[src/rtl/rla_pkg.sv]
package rla_pkg;
  localparam int ALM_W   = 8;
  localparam int BIT_MSG = 0;
  localparam int BIT_FRM = 1;
  localparam int BIT_CNT = 2;
  localparam int BIT_DSC = 3;
  localparam int BIT_COS = 4;
  localparam int BIT_MIS = 5;
  localparam int BIT_LBC = 6;
  localparam int BIT_RSV = 7;
  localparam int N_LOCK  = 3;

  typedef logic [ALM_W-1:0] alarm_t;

  // bits cleared by a read of the alarm register
  localparam alarm_t COR_MASK = alarm_t'(8'b0111_1110);
  // bits software may load by a write
  localparam alarm_t WR_MASK  = alarm_t'(8'b0000_0001);
  // bits that always read zero
  localparam alarm_t RSV_MASK = alarm_t'(8'b1000_0000);
endpackage

[src/rtl/rla_edge_det.sv]
module rla_edge_det #(
  parameter int W = 8
) (
  input  logic         clk,
  input  logic         rst,
  input  logic [W-1:0] d,
  output logic         changed
);
  logic [W-1:0] prev_q;

  always_ff @(posedge clk) begin
    if (rst) prev_q <= '0;
    else     prev_q <= d;
  end

  assign changed = (d != prev_q);
endmodule

[src/rtl/rla_sticky.sv]
module rla_sticky #(
  parameter int N = 8
) (
  input  logic         clk,
  input  logic         rst,
  input  logic [N-1:0] set,
  input  logic [N-1:0] clr,
  input  logic [N-1:0] wr_sel,
  input  logic [N-1:0] wr_val,
  output logic [N-1:0] q
);
  // priority per bit: event set > software write > clear-on-read
  for (genvar i = 0; i < N; i++) begin : g_bit
    logic bit_q;
    always_ff @(posedge clk) begin
      if (rst)            bit_q <= 1'b0;
      else if (set[i])    bit_q <= 1'b1;
      else if (wr_sel[i]) bit_q <= wr_val[i];
      else if (clr[i])    bit_q <= 1'b0;
    end
    assign q[i] = bit_q;
  end
endmodule

[src/rtl/rla_regs.sv]
module rla_regs #(
  parameter int         AW      = 8,
  parameter int         DW      = 8,
  parameter logic [7:0] OFF_EXP = 8'h61,
  parameter logic [7:0] OFF_ALM = 8'h62,
  parameter logic [7:0] OFF_IEN = 8'h63
) (
  input  logic          clk,
  input  logic          rst,
  input  logic [AW-1:0] addr,
  input  logic          wr,
  input  logic          rd,
  input  logic [DW-1:0] wdata,
  input  logic [DW-1:0] alarm_q,
  output logic [DW-1:0] exp_q,
  output logic [DW-1:0] ien_q,
  output logic          alm_rd,
  output logic          alm_wr,
  output logic [DW-1:0] rdata
);
  import rla_pkg::*;

  localparam logic [AW-1:0] A_EXP = AW'(OFF_EXP);
  localparam logic [AW-1:0] A_ALM = AW'(OFF_ALM);
  localparam logic [AW-1:0] A_IEN = AW'(OFF_IEN);
  localparam logic [DW-1:0] KEEP  = ~DW'(RSV_MASK);

  logic hit_exp, hit_alm, hit_ien;
  logic [DW-1:0] rd_mux;

  assign hit_exp = (addr == A_EXP);
  assign hit_alm = (addr == A_ALM);
  assign hit_ien = (addr == A_IEN);
  assign alm_rd  = rd & hit_alm;
  assign alm_wr  = wr & hit_alm;

  always_ff @(posedge clk) begin
    if (rst) begin
      exp_q <= '0;
      ien_q <= '0;
    end else if (wr) begin
      if (hit_exp) exp_q <= wdata;
      if (hit_ien) ien_q <= wdata & KEEP;
    end
  end

  always_comb begin
    rd_mux = '0;
    if (hit_exp)      rd_mux = exp_q;
    else if (hit_alm) rd_mux = alarm_q & KEEP;
    else if (hit_ien) rd_mux = ien_q;
  end

  always_ff @(posedge clk) begin
    if (rst)     rdata <= '0;
    else if (rd) rdata <= rd_mux;
    else         rdata <= '0;
  end
endmodule

[src/rtl/rx_link_alarm.sv]
module rx_link_alarm #(
  parameter int         ADDR_W  = 8,
  parameter int         DATA_W  = 8,
  parameter int         N_LOSS  = 3,
  parameter logic [7:0] OFF_EXP = 8'h61,
  parameter logic [7:0] OFF_ALM = 8'h62,
  parameter logic [7:0] OFF_IEN = 8'h63
) (
  input  logic              clk,
  input  logic              rst,
  input  logic [N_LOSS-1:0] lock_loss,
  input  logic [DATA_W-1:0] rx_label,
  input  logic              msg_rcvd,
  input  logic [ADDR_W-1:0] bus_addr,
  input  logic              bus_wr,
  input  logic              bus_rd,
  input  logic [DATA_W-1:0] bus_wdata,
  output logic [DATA_W-1:0] bus_rdata,
  output logic              irq
);
  import rla_pkg::*;

  alarm_t alarm_q, set_v, clr_v, wsel_v;
  logic [DATA_W-1:0] exp_q, ien_q;
  logic lbl_chg, loss_chg, alm_rd, alm_wr;

  rla_edge_det #(.W(DATA_W)) u_lbl_hist (
    .clk(clk), .rst(rst), .d(rx_label), .changed(lbl_chg)
  );

  rla_edge_det #(.W(N_LOSS)) u_loss_hist (
    .clk(clk), .rst(rst), .d(lock_loss), .changed(loss_chg)
  );

  always_comb begin
    set_v                           = '0;
    set_v[BIT_MSG]                  = msg_rcvd;
    set_v[BIT_DSC:BIT_FRM]          = lock_loss;
    set_v[BIT_COS]                  = loss_chg;
    set_v[BIT_MIS]                  = (rx_label != exp_q);
    set_v[BIT_LBC]                  = lbl_chg;
    clr_v                           = alm_rd ? COR_MASK : '0;
    wsel_v                          = alm_wr ? WR_MASK  : '0;
  end

  rla_sticky #(.N(ALM_W)) u_alarms (
    .clk(clk), .rst(rst), .set(set_v), .clr(clr_v),
    .wr_sel(wsel_v), .wr_val(bus_wdata), .q(alarm_q)
  );

  rla_regs #(
    .AW(ADDR_W), .DW(DATA_W),
    .OFF_EXP(OFF_EXP), .OFF_ALM(OFF_ALM), .OFF_IEN(OFF_IEN)
  ) u_regs (
    .clk(clk), .rst(rst), .addr(bus_addr), .wr(bus_wr), .rd(bus_rd),
    .wdata(bus_wdata), .alarm_q(alarm_q), .exp_q(exp_q), .ien_q(ien_q),
    .alm_rd(alm_rd), .alm_wr(alm_wr), .rdata(bus_rdata)
  );

  always_ff @(posedge clk) begin
    if (rst) irq <= 1'b0;
    else     irq <= |(alarm_q & ien_q);
  end
endmodule

[config.mk]
export PLATFORM = sky130hd
export DESIGN_NAME = rx_link_alarm
export DESIGN_NICKNAME = d
export VERILOG_FILES = /design/src/rtl/rla_pkg.sv /design/src/rtl/rla_edge_det.sv /design/src/rtl/rla_sticky.sv /design/src/rtl/rla_regs.sv /design/src/rtl/rx_link_alarm.sv
export SDC_FILE = /design/constraint.sdc
export NUM_CORES = 1
export LEC_CHECK = 0
export ABC_AREA = 0
export CORE_ASPECT_RATIO = 0.75
export CORE_UTILIZATION = 30
export CTS_CLUSTER_DIAMETER = 150
export CTS_CLUSTER_SIZE = 8
export DETAILED_ROUTE_END_ITERATION = 6
export DONT_BUFFER_PORTS = 1
export MAX_ROUTING_LAYER = met4
export SLEW_MARGIN = 5
export SYNTH_ARGS = -nofsm -noshare
export SYNTH_HDL_FRONTEND = slang
export SYNTH_SLANG_ARGS = --single-unit
[constraint.sdc]
create_clock -name clk -period 2.34 [get_ports clk]
set_clock_uncertainty 0.2 [all_clocks]
set_input_delay 0.468 -clock clk [delete_from_list [all_inputs] [get_ports clk]]
set_output_delay 0.468 -clock clk [all_outputs]
set_load 0.01 [all_outputs]
==> results.cfg <==
[cts]
cts_made_buffers = 5
cts_tree = built
cts_setup_buffers = 0
cts_max_path_buffers = 2
cts_sinks = 42
root_buffer = clkbuf_8
cts.repair.resized = 0
clkTransAtPathRegs_ps = 80
insertion_delay_ps = 300
cts.hold.buffers_added = 0
h-tree-depth = 2

[synthesis]
mappedNetlistNets = 223
synth_area_leaders = dfxtp_1 (44%), xor2_1 (7.3%), nand2b_1 (5.9%)
ys_ff_latch = 42
synth_top_area_cell = dfxtp_1
synth_edf_count = 0
yosysSeqAreaShare_pct = 43.9
syn_area_sq_um = 1920
async_reset_ff_share_pct = 0
ys_warn_count = 0
synth_top_area_share_pct = 43.9
synth.avg_cell_area_sq_um = 10.0
ys.flop_type = dfxtp_1
syn_inst = 191
synth_cell_types = 30

[sta]
worstMarginPinSlew_ps = 378
rsz0062_at_grt = false
finalSetupTns_ps = 0
finalSetupViolCount = 0
drv_slew = 0
whs_ps = 35.7
fmax_mhz = 506
period_needed_ps = 1980
hold_violations = 0
fin_ws_ps = 363
max-slew-margin-rel_pct = 74.6
min_period_over_period_pct = 84.5

[place]
placed_area_sq_um = 2000
gp_congestion = 0.870
io_buffers = 0
dp_cells = 264
dp_hpwl_mm = 3.33
post-place-ws_ps = 50.1

[pwr]
p_seq_share_pct = 56.5
power_per_cell_area_nw_per_um2 = 631
p_leak_nw = 0.803
clock_power_share_pct = 37.1
cell_internal_pwr_mw = 1.01
combPwrFrac_pct = 6.4
switching_share_pct = 23.3
ir_worst_vdd_mv = 0.186
switchingPower_uw = 308

[min_path]
hp-class = input port to flop

[grt]
grt.total_usage_pct = 15.0
grt_pass1_vias = 1336
met2_usage_pct = 17.4
grt_pass1_wl_mm = 7.15
grt_start_max_net_pins = 45
use_met3_pct = 4.84
antenna_found_initial = 0
use_met1_pct = 23.4
grt_overflow = 0
grt.busiest_layer = met1

[route]
wl_per_cell_microns = 16.6
drt.antenna.violating_nets = 0
detail_route.vias_per_cell = 5.13
drt-initial-drc-count = 142
wirelength_mm = 4.52
vias = 1395
drc = 0
first_pass_iters = 4

[floorplanning]
die_area_sq_um = 6710
initial_utilization_pct = 32.1
core_area_sq_um = 5980
rows = 24
top_level_ports = 41
die_h_microns = 71.2
dieWidth_microns = 94.3

[worst_setup_path]
path_class = input port to flop
cp-end-kind = flop
worstPathMaxFanout = 9
crit_required_ps = 2330
crit_arrival_ps = 1960
cp-start-kind = input port

[cells_and_area]
syn2layout_area_growth_pct = 9.21
drive_gt1_share_pct = 12.9
finalNonFillerCells = 272
fill_cells = 611
final_common_cell = dfxtp_1
fin_nets = 225
final_area_sq_um = 2090
antennaDiodeCount = 0
final_cell_mix = dfxtp_1 (42), nand2b_1 (18), xor2_1 (16), inv_1 (13), o31ai_1 (13)

[status]
outcome = finished clean

[flow_run]
maxCapViolations = 0
[routing by layer]
layer	wire length, microns	up-vias
met5	0	-
met3	395	8
li1	-	684
met4	51	0
met1	2290	653
met2	1790	50
[flip-flops by register name, indices dropped and copies added (netlist names)]
name,cells
u_loss_hist.prev_q,3
irq,1
u_lbl_hist.prev_q,8
u_regs.exp_q,8
u_regs.ien_q,7
u_alarms.g_bit.bit_q,7
u_regs.rdata,8
[stage by stage]
step	util, %	power (mW)
6_report	35.0	1.32
4_1_cts	35.0	1.33
3_5_place_dp	33.5	0.847
3_3_place_gp	33.5	0.847
5_1_grt	35.0	1.37
2_1_floorplan	-	0.839
[power by group through the flow]
stage               clock network (mW)  registers, mW  logic, mW
floorplan                            0          0.758     0.0805
global placement                     0          0.762     0.0842
detailed placement                   0          0.762     0.0849
CTS                              0.500          0.745     0.0857
global route                     0.526          0.747     0.0967
finish                           0.490          0.745     0.0851
[logic make-up after synthesis]
family | count (synthesis) | synth area share [%]
compound gates | 39 | 17.4
buf+inv | 24 | 5.55
mux | 8 | 4.18
xor+xnor | 19 | 8.69
flops | 42 | 43.9
simple gates | 59 | 20.3
[final timing paths]
check | cells past startpoint | slack, ps | start | endpoint
max | 3 | 360 | bus_addr[7] | u_regs.rdata[2]$_SDFF_PP0_
min | 1 | 40 | rst | u_loss_hist.prev_q[0]$_SDFF_PP0_
max reg2reg | 3 | 1010 | u_regs.exp_q[4]$_SDFFE_PP0P_ | u_alarms.g_bit[5].bit_q$_SDFFE_PP0P_
min reg2reg | 2 | 300 | u_regs.exp_q[7]$_SDFFE_PP0P_ | u_regs.exp_q[7]$_SDFFE_PP0P_
[final cells by class]
| cell class | instances | area, sq um | share of cell area [%] |
|---|---|---|---|
| Sequential cell | 42 | 841 | 40.2 |
| Timing Repair Buffer | 6 | 45.0 | 2.15 |
| Inverter | 13 | 48.8 | 2.33 |
| Multi-Input combinational cell | 125 | 968 | 46.3 |
| Clock inverter | 1 | 5.00 | 0.239 |
| Tap cell | 78 | 97.6 | 4.67 |
| Clock buffer | 7 | 86.3 | 4.13 |
[critical path, stage by stage]
cell and delay [ps]:
or4b_4 590, or4b_4 650, a2111oi_2 250
[cell usage after synthesis (2+ instances only)]
cell type	instances
nor2b_1	8
nand2_1	2
nand2b_1	18
a31oi_1	4
clkbuf_1	8
nor4_1	4
a2111oi_2	6
or4_1	7
nand3b_1	3
a22oi_1	2
dfxtp_1	42
o31ai_1	13
inv_1	13
or4b_4	2
xor2_1	16
nor2_1	10
buf_6	2
xnor2_1	3
a21oi_1	10
mux2i_1	8
No activity file was read; power rests on OpenSTA's default activity.
